==> src/rtl/ac97l_pkg.sv <==
// Shared constants and types for the codec link controller.
// Assumes a uniform 20-bit slot. PCM samples sit in the upper 16 bits of a slot.
package ac97l_pkg;
    localparam int NSLOTS          = 13;
    localparam int SLOT_BITS       = 20;
    localparam int SAMPLE_BITS     = 16;
    localparam int REG_ADDR_BITS   = 7;
    localparam int HOST_ADDR_BITS  = REG_ADDR_BITS + 1;
    localparam int ADDR_LSB        = 12;
    localparam int DATA_LSB        = 4;
    localparam int RW_POS          = SLOT_BITS - 1;
    localparam int FRAME_VALID_POS = SLOT_BITS - 1;
    localparam int CMD_ADDR_SLOT   = 1;
    localparam int CMD_DATA_SLOT   = 2;
    localparam int FIRST_PCM_SLOT  = 3;
    localparam int SLOT_IDX_W      = $clog2(NSLOTS);
    localparam int BIT_IDX_W       = $clog2(SLOT_BITS);

    typedef logic [SLOT_BITS-1:0]  slot_word_t;
    typedef logic [SLOT_IDX_W-1:0] slot_idx_t;
    typedef logic [BIT_IDX_W-1:0]  bit_idx_t;

    // One register command as held between the host and the frame.
    typedef struct packed {
        logic                     rd;
        logic [REG_ADDR_BITS-1:0] addr;
        logic [SAMPLE_BITS-1:0]   data;
    } cmd_t;

    localparam slot_idx_t LAST_SLOT = slot_idx_t'(NSLOTS - 1);
    localparam bit_idx_t  LAST_BIT  = bit_idx_t'(SLOT_BITS - 1);
endpackage

==> src/rtl/ac97l_slot_seq.sv <==
// Slot and bit position counter for the serial frame.
// Assumes one bit per clock. The counters return to the start of a frame
// whenever the link is disabled.
module ac97l_slot_seq
    import ac97l_pkg::*;
(
    input  logic      clk,
    input  logic      rst_n,
    input  logic      link_en,
    output slot_idx_t slot,
    output bit_idx_t  bitc,
    output logic      wrap,
    output logic      sync
);
    // Advance the bit position, then the slot position at the end of each slot.
    always_ff @(posedge clk) begin
        if (!rst_n || !link_en) begin
            slot <= '0;
            bitc <= '0;
        end else if (bitc == LAST_BIT) begin
            bitc <= '0;
            slot <= (slot == LAST_SLOT) ? '0 : slot + 1'b1;
        end else begin
            bitc <= bitc + 1'b1;
        end
    end

    // Frame boundary and frame sync decode.
    always_comb begin
        wrap = link_en && (slot == LAST_SLOT) && (bitc == LAST_BIT);
        sync = link_en && (slot == '0);
    end

    AST_SLOT_STEP: assert property (@(posedge clk) disable iff (!rst_n)
        link_en && bitc == LAST_BIT && slot != LAST_SLOT |=> slot == $past(slot) + 1'b1 && bitc == '0);
    AST_FRAME_WRAP: assert property (@(posedge clk) disable iff (!rst_n)
        wrap |=> slot == '0 && bitc == '0);
    AST_SLOT_RANGE: assert property (@(posedge clk) disable iff (!rst_n)
        slot <= LAST_SLOT && bitc <= LAST_BIT);
endmodule

==> src/rtl/ac97l_cmd_ctl.sv <==
// Host command acceptance and transmit slot generation.
// Holds one pending command and one command in flight. A pending command is
// promoted at the start of a frame, or at once while the link is idle.
module ac97l_cmd_ctl
    import ac97l_pkg::*;
(
    input  logic                      clk,
    input  logic                      rst_n,
    input  logic                      link_en,
    input  slot_idx_t                 slot,
    input  bit_idx_t                  bitc,
    input  logic                      wrap,
    input  logic [HOST_ADDR_BITS-1:0] cmd_addr,
    input  logic [SAMPLE_BITS-1:0]    cmd_wdata,
    input  logic                      wr_stb,
    input  logic                      rd_stb,
    output logic                      busy,
    output logic                      rd_accept,
    output logic                      sdata_out
);
    logic       pend_v, act_v;
    cmd_t       pend, act;
    logic       wr_ok, wr_accept, load;
    slot_word_t cur_word;

    // Acceptance decode: a write needs an in-range address, and both need an idle block.
    always_comb begin
        busy      = pend_v || act_v;
        wr_ok     = wr_stb && !cmd_addr[HOST_ADDR_BITS-1];
        wr_accept = wr_ok && !busy;
        rd_accept = rd_stb && !wr_ok && !busy;
        load      = wrap || (!link_en && !act_v);
    end

    // Pending and in-flight command registers.
    always_ff @(posedge clk) begin
        if (!rst_n) begin
            pend_v <= 1'b0;
            act_v  <= 1'b0;
            pend   <= '0;
            act    <= '0;
        end else begin
            if (load) begin
                act_v  <= pend_v;
                act    <= pend;
                pend_v <= 1'b0;
            end
            if (wr_accept || rd_accept) begin
                pend_v    <= 1'b1;
                pend.rd   <= rd_accept;
                pend.addr <= cmd_addr[REG_ADDR_BITS-1:0];
                pend.data <= wr_accept ? cmd_wdata : '0;
            end
        end
    end

    // Word for the current slot: tag, command address, command data, or zero.
    always_comb begin
        cur_word = '0;
        if (act_v) begin
            if (slot == slot_idx_t'(0)) begin
                cur_word[FRAME_VALID_POS]               = 1'b1;
                cur_word[FRAME_VALID_POS-CMD_ADDR_SLOT] = 1'b1;
                cur_word[FRAME_VALID_POS-CMD_DATA_SLOT] = !act.rd;
            end else if (slot == slot_idx_t'(CMD_ADDR_SLOT)) begin
                cur_word[RW_POS]                          = act.rd;
                cur_word[ADDR_LSB +: REG_ADDR_BITS]       = act.addr;
            end else if (slot == slot_idx_t'(CMD_DATA_SLOT) && !act.rd) begin
                cur_word[DATA_LSB +: SAMPLE_BITS]         = act.data;
            end
        end
    end

    // Serial output, most significant bit first.
    always_comb sdata_out = link_en && cur_word[LAST_BIT - bitc];

    AST_ONE_IN_FLIGHT: assert property (@(posedge clk) disable iff (!rst_n)
        $onehot0({pend_v, act_v}));
    AST_REJECT_HIGH_ADDR: assert property (@(posedge clk) disable iff (!rst_n)
        wr_stb && cmd_addr[HOST_ADDR_BITS-1] && !rd_stb && !busy |=> !busy);
    AST_CMD_HELD: assert property (@(posedge clk) disable iff (!rst_n)
        act_v && link_en && !wrap |=> act_v && act == $past(act));
endmodule

==> src/rtl/ac97l_rx_cap.sv <==
// Receive deserializer, status capture and PCM slot extraction.
// Assumes the slot counters from the sequencer are aligned with the incoming bits.
// A slot word is complete on the clock edge that samples its last bit.
module ac97l_rx_cap
    import ac97l_pkg::*;
(
    input  logic                     clk,
    input  logic                     rst_n,
    input  logic                     link_en,
    input  slot_idx_t                slot,
    input  bit_idx_t                 bitc,
    input  logic                     sdata_in,
    input  logic                     clr_upd,
    output logic [REG_ADDR_BITS-1:0] stat_addr,
    output logic [SAMPLE_BITS-1:0]   stat_data,
    output logic                     upd,
    output logic                     push,
    output logic [SAMPLE_BITS-1:0]   push_data
);
    logic [SLOT_BITS-2:0]   rx_sh;
    slot_word_t             word, tag;
    logic                   done, slot_ok;
    bit_idx_t               flag_pos;
    logic [SAMPLE_BITS-1:0] new_val;

    // Shift register collecting the bits of the current slot.
    always_ff @(posedge clk) begin
        if (!rst_n) rx_sh <= '0;
        else if (link_en) rx_sh <= {rx_sh[SLOT_BITS-3:0], sdata_in};
    end

    // Completed word, validity of the current slot and the values carried in it.
    always_comb begin
        word      = {rx_sh, sdata_in};
        done      = link_en && (bitc == LAST_BIT);
        flag_pos  = bit_idx_t'(FRAME_VALID_POS) - bit_idx_t'(slot);
        slot_ok   = (slot != '0) && tag[FRAME_VALID_POS] && tag[flag_pos];
        new_val   = word[DATA_LSB +: SAMPLE_BITS];
        push      = done && slot_ok && (slot >= slot_idx_t'(FIRST_PCM_SLOT));
        push_data = new_val;
    end

    // Tag, status address, status value and change flag.
    always_ff @(posedge clk) begin
        if (!rst_n) begin
            tag       <= '0;
            stat_addr <= '0;
            stat_data <= '0;
            upd       <= 1'b0;
        end else begin
            if (clr_upd) upd <= 1'b0;
            if (done && slot == '0) tag <= word;
            if (done && slot_ok && slot == slot_idx_t'(CMD_ADDR_SLOT))
                stat_addr <= word[ADDR_LSB +: REG_ADDR_BITS];
            if (done && slot_ok && slot == slot_idx_t'(CMD_DATA_SLOT) && new_val != stat_data) begin
                stat_data <= new_val;
                upd       <= 1'b1;
            end
        end
    end

    AST_UPD_ON_CHANGE: assert property (@(posedge clk) disable iff (!rst_n)
        $rose(upd) |-> stat_data != $past(stat_data));
    AST_DATA_FLAGGED: assert property (@(posedge clk) disable iff (!rst_n)
        stat_data != $past(stat_data) |-> upd);
endmodule

==> src/rtl/ac97l_rx_fifo.sv <==
// Single shared FIFO for the receive PCM samples.
// Pushes while full are dropped. A pop while empty does nothing.
module ac97l_rx_fifo #(
    parameter int DEPTH = 16,
    parameter int WIDTH = 16
) (
    input  logic             clk,
    input  logic             rst_n,
    input  logic             push,
    input  logic [WIDTH-1:0] push_data,
    input  logic             pop,
    output logic [WIDTH-1:0] dout,
    output logic             empty,
    output logic             full
);
    localparam int PTR_W = (DEPTH > 1) ? $clog2(DEPTH) : 1;
    localparam int CNT_W = $clog2(DEPTH + 1);
    localparam logic [PTR_W-1:0] LAST_PTR = PTR_W'(DEPTH - 1);
    localparam logic [CNT_W-1:0] FULL_CNT = CNT_W'(DEPTH);

    logic [WIDTH-1:0] mem [DEPTH];
    logic [PTR_W-1:0] wr_ptr, rd_ptr;
    logic [CNT_W-1:0] count;
    logic             do_push, do_pop;

    // Level flags and qualified operations.
    always_comb begin
        empty   = (count == '0);
        full    = (count == FULL_CNT);
        do_push = push && !full;
        do_pop  = pop && !empty;
        dout    = mem[rd_ptr];
    end

    // Storage write.
    always_ff @(posedge clk) begin
        if (do_push) mem[wr_ptr] <= push_data;
    end

    // Pointers and occupancy.
    always_ff @(posedge clk) begin
        if (!rst_n) begin
            wr_ptr <= '0;
            rd_ptr <= '0;
            count  <= '0;
        end else begin
            if (do_push) wr_ptr <= (wr_ptr == LAST_PTR) ? '0 : wr_ptr + 1'b1;
            if (do_pop)  rd_ptr <= (rd_ptr == LAST_PTR) ? '0 : rd_ptr + 1'b1;
            if (do_push && !do_pop)      count <= count + 1'b1;
            else if (do_pop && !do_push) count <= count - 1'b1;
        end
    end

    AST_NO_OVERFLOW: assert property (@(posedge clk) disable iff (!rst_n)
        count <= FULL_CNT);
    AST_FULL_DROPS: assert property (@(posedge clk) disable iff (!rst_n)
        full && push && !pop |=> count == $past(count));
endmodule

==> src/rtl/ac97l_ctrl.sv <==
// Top of the codec link controller: sequencer, command path, receive capture
// and the shared receive FIFO. Single clock with one serial bit per cycle and
// a synchronous active-low reset.
module ac97l_ctrl
    import ac97l_pkg::*;
#(
    parameter int FIFO_DEPTH = 16
) (
    input  logic                      clk,
    input  logic                      rst_n,
    input  logic                      link_en,
    input  logic [HOST_ADDR_BITS-1:0] cmd_addr,
    input  logic [SAMPLE_BITS-1:0]    cmd_wdata,
    input  logic                      wr_stb,
    input  logic                      rd_stb,
    output logic                      busy,
    output logic [SAMPLE_BITS-1:0]    rd_data,
    output logic [REG_ADDR_BITS-1:0]  rd_addr,
    output logic                      rd_upd,
    output logic                      sync,
    output logic                      sdata_out,
    input  logic                      sdata_in,
    input  logic                      fifo_pop,
    output logic [SAMPLE_BITS-1:0]    fifo_dout,
    output logic                      fifo_empty,
    output logic                      fifo_full
);
    slot_idx_t              slot;
    bit_idx_t               bitc;
    logic                   wrap, rd_accept, push;
    logic [SAMPLE_BITS-1:0] push_data;

    ac97l_slot_seq u_seq (
        .clk(clk), .rst_n(rst_n), .link_en(link_en),
        .slot(slot), .bitc(bitc), .wrap(wrap), .sync(sync)
    );

    ac97l_cmd_ctl u_cmd (
        .clk(clk), .rst_n(rst_n), .link_en(link_en),
        .slot(slot), .bitc(bitc), .wrap(wrap),
        .cmd_addr(cmd_addr), .cmd_wdata(cmd_wdata),
        .wr_stb(wr_stb), .rd_stb(rd_stb),
        .busy(busy), .rd_accept(rd_accept), .sdata_out(sdata_out)
    );

    ac97l_rx_cap u_rx (
        .clk(clk), .rst_n(rst_n), .link_en(link_en),
        .slot(slot), .bitc(bitc), .sdata_in(sdata_in), .clr_upd(rd_accept),
        .stat_addr(rd_addr), .stat_data(rd_data), .upd(rd_upd),
        .push(push), .push_data(push_data)
    );

    ac97l_rx_fifo #(.DEPTH(FIFO_DEPTH), .WIDTH(SAMPLE_BITS)) u_fifo (
        .clk(clk), .rst_n(rst_n), .push(push), .push_data(push_data),
        .pop(fifo_pop), .dout(fifo_dout), .empty(fifo_empty), .full(fifo_full)
    );

    AST_IDLE_LINK: assert property (@(posedge clk) disable iff (!rst_n)
        !link_en |-> !sync && !sdata_out);
endmodule

==> config.mk <==
export PLATFORM = sky130hd
export DESIGN_NAME = ac97l_ctrl
export DESIGN_NICKNAME = d
export VERILOG_FILES = /design/src/rtl/ac97l_pkg.sv /design/src/rtl/ac97l_slot_seq.sv /design/src/rtl/ac97l_cmd_ctl.sv /design/src/rtl/ac97l_rx_cap.sv /design/src/rtl/ac97l_rx_fifo.sv /design/src/rtl/ac97l_ctrl.sv
export SDC_FILE = /design/constraint.sdc
export NUM_CORES = 1
export LEC_CHECK = 0
export BUFFER_PORTS_ARGS = -buffer_cell sky130_fd_sc_hd__buf_2
export CORE_MARGIN = 4
export CORE_UTILIZATION = 58
export DETAILED_ROUTE_END_ITERATION = 12
export PLACE_DENSITY = 0.76
export SLEW_MARGIN = 10
export SYNTH_ARGS = -nofsm -noshare
export SYNTH_HDL_FRONTEND = slang
export SYNTH_HIERARCHICAL = 1
export SYNTH_SLANG_ARGS = --single-unit
==> constraint.sdc <==
create_clock -name clk -period 10 [get_ports clk]
set_clock_uncertainty 0.1 [all_clocks]
set_input_delay 1.5 -clock clk [delete_from_list [all_inputs] [get_ports clk]]
set_output_delay 1.5 -clock clk [all_outputs]
set_load 0.005 [all_outputs]
==> qor.txt <==
GR peak layer -> met2
Critical Path Fanout Max -> 26
Global-route wire length before repair -> 53900 um
Clock sink count -> 395
Routed WL -> 34300 um
Vias in the first global route -> 9159
Fin util -> 66.7%
First drt pass iteration count -> 7
Unrepaired setup endpoints after global routing -> no
Crit path DAT -> 5.24 ns
Gr usage total -> 22.6%
CTS resizes -> 0
Die area -> 30600 sq um
Syn avg cell area -> 14.5 sq um
Actual slew at the worst max-slew pin -> 1.20 ns
Status -> completed
Layout filler cell count -> 1954
Routed wire per std cell -> 21.8 um
Netlist Area Pre-Place -> 16100 sq um
Leakage power -> 6.32 nW
Comb pwr share -> 1.7%
Clk pwr share -> 45.7%
Nets -> 1219
CP Capture Type -> register
Hpwl dp -> 20500 um
Layout cells sized above 1 -> 21.1%
Site Rows -> 60
Pint -> 2.65 mW
Synthesized net count -> 1158
Inserted Diodes -> 0
Setup-failing EPs final -> 0
Final hold vios -> 0
Flop pwr share -> 52.6%
Worst-path clk slew -> 0.05 ns
EDFF count, synth -> 256
Slew Limit Fails -> 0
Die width -> 175 um
Longest Clk Path Bufs -> 3
Sw frac -> 19.4%
Worst hold start -> u_rx/tag[11]
Hold Path Depth -> 2
Grt ovf -> 0
Final Instance Area -> 18100 sq um
F_max -> 205 MHz
Psw -> 0.637 mW
Slowest CP cell -> o311ai_0
Cts hold-fix bufs -> 0
Synthesis-stage register bit count -> 395
Max-cap viol count -> 0
Final Non-Filler Cells -> 1574
GRT met3 Usage -> 4.57%
Sequential share of the synthesized area -> 64.8%
Max VDD drop -> 0.129 mV
Relative slew slack -> 19.7%
Tmin final -> 4.89 ns
Setup TNS -> 0 ns
Reg2reg start -> u_seq/slot[2]
Total CTS buffers -> 40
PortBufs -> 75
Pwr/cell area -> 182 nW/um^2
Via density per instance -> 5.88
Cell count after placement -> 1502
R2r setup slk -> 5.56 ns
Setup CP Type -> primary input to register
Initial antenna violation count -> 0
Critical-path cell list -> buf_2, and4bb_1, nand4_4, o311ai_0, o21a_1, ha_1, inv_1, ha_1, a21oi_1, nand3_1, a21oi_1, mux2i_1
Async set or reset register ratio after synthesis -> 0%
M1 GR Usage -> 32.6%
Largest net degree at the start of global routing -> 103
Die Height -> 175 um
Dpl cell area -> 16800 sq um
Vias -> 9256
Postcts setup bufs -> 0
Area Overhead vs Synth -> 12.2%
CTS tree -> built
GP Congestion -> 0.823
Ratio of final minimum period to clock period -> 48.9%
Cells after synthesis -> 1111
Ys Warns -> 6
Worst-Skew Late Latency -> 0.52 ns
Met2 GRT Util -> 35.8%
Drt drc -> 0
1st-iter DRT viols -> 960
Critical Path RT -> 10.35 ns
Commonest register cell after synthesis -> edfxtp_1
Hold WC Path Type -> register to register
ANT nets after route -> 0
Initial core utilization -> 59.4%
CP max stage delay -> 0.82 ns
Crit Reg-Reg Endpoint -> u_fifo/count[4]
Reg2reg path depth -> 13
Core ar. -> 27200 sq um
Endpoint with the worst hold slack -> u_rx/tag[11]
Clk Tree Root Cell -> clkbuf_16
I/O pins -> 76
Clock H-tree levels -> 2
Startpoint Class -> primary input
Post-synth cell types -> 71
worst max-delay path by stage:
stage | start | cells after the start | to | slack, ns
after floorplan | link_en | 7 | u_fifo/mem[0][0] | 5.34
after global placement | link_en | 7 | u_fifo/mem[13][10] | 4.50
after detailed placement | link_en | 7 | u_fifo/mem[12][6] | 4.18
after CTS | link_en | 7 | u_fifo/mem[13][5] | 4.83
after global routing | link_en | 12 | u_fifo/count[4] | 4.83
final | link_en | 12 | u_fifo/count[4] | 5.11
state kept, by name (all words and copies together), names as in the netlist, 4 cells and up, named ones only:
name	cells
u_rx/rx_sh	19
u_seq/bitc	5
u_cmd/pend	24
u_fifo/mem	256
u_rx/stat_data	16
u_fifo/count	5
u_cmd/act	24
u_rx/stat_addr	7
u_seq/slot	4
u_fifo/wr_ptr	4
u_fifo/rd_ptr	4
u_rx/tag	20
routing by layer:
metal | part of all wire, % | wire length, um
met1 | 43 | 14700
met2 | 48 | 16400
met3 | 7.0 | 2410
met4 | 2.2 | 767
met5 | 0 | 0
through the flow:
step	hold WS (ns)	total power [mW]	worst slack [ns]
2_1_floorplan	0.336	1.80	5.34
3_3_place_gp	0.350	1.82	4.50
3_5_place_dp	0.358	1.82	4.18
4_1_cts	0.365	3.32	4.83
5_1_grt	0.384	3.41	4.83
6_report	0.359	3.29	5.11
cell usage after synthesis (4+ instances only):
master	count	area (sq um)
dfxtp_1	139	2780
buf_2	14	70.1
xnor2_1	5	43.8
nand2_1	177	664
nor2b_1	49	307
mux4_2	70	1580
nor4_1	4	25.0
a22oi_1	48	360
o21ai_0	8	40.0
nand3_1	12	60.1
edfxtp_1	256	7690
ha_1	15	188
xor2_1	19	166
a21boi_0	55	413
nor2_1	24	90.1
and2_1	6	37.5
buf_4	16	120
nor3_1	9	45.0
a21oi_1	11	55.1
nand2b_1	7	43.8
clkbuf_1	40	150
mux2i_1	49	490
inv_1	14	52.6
worst max-delay path: cells and delay by family:
| family | cells | cell delay [ns] |
|---|---|---|
| compound gates | 4 | 1.66 |
| mux | 1 | 0.19 |
| simple gates | 3 | 0.64 |
| fa+ha+maj | 2 | 0.61 |
| buf+inv | 2 | 0.65 |
power by group through the flow:
stage / registers [mW] / logic [mW] / clock network (mW)
2_1_floorplan: 1.76 / 0.0403 / 0
3_3_place_gp: 1.77 / 0.0538 / 0
3_5_place_dp: 1.77 / 0.0553 / 0
4_1_cts: 1.73 / 0.0556 / 1.53
5_1_grt: 1.73 / 0.0618 / 1.61
6_report: 1.73 / 0.0549 / 1.50
layout make-up:
class                      instances  area [sq um]  area share (%)
tap                              372           465            2.57
multi-input combinational        625          5260            29.0
clock buffer                      54          1110            6.11
timing repair buffer              96           536            2.96
clock inverter                    18           223            1.23
inverter                          14          52.6           0.290
sequential                       395         10500            57.8
kinds of logic after synthesis:
kind of cell | count (synthesis) | synth area share [%]
AO/OA/AOI/OAI | 146 | 6.86
XOR/XNOR | 24 | 1.30
adder cells (fa/ha/maj) | 16 | 1.29
buffers and inverters | 91 | 2.84
flip-flops | 395 | 64.8
multiplexers | 123 | 13.3
AND/OR/NAND/NOR | 316 | 9.62
cells in the final DEF, fill, tap and decap left out, drive strengths merged, types with 12 or more instances in the layout:
cell and n:
edfxtp 256, nand2 178, dfxtp 139, buf 96, mux4 72, a21boi 55, clkbuf 54, mux2i 49
nor2b 49, a22oi 48, nor2 24, xor2 19, ha 15, inv 15, nand3 12
No activity file was read; power rests on OpenSTA's default activity.
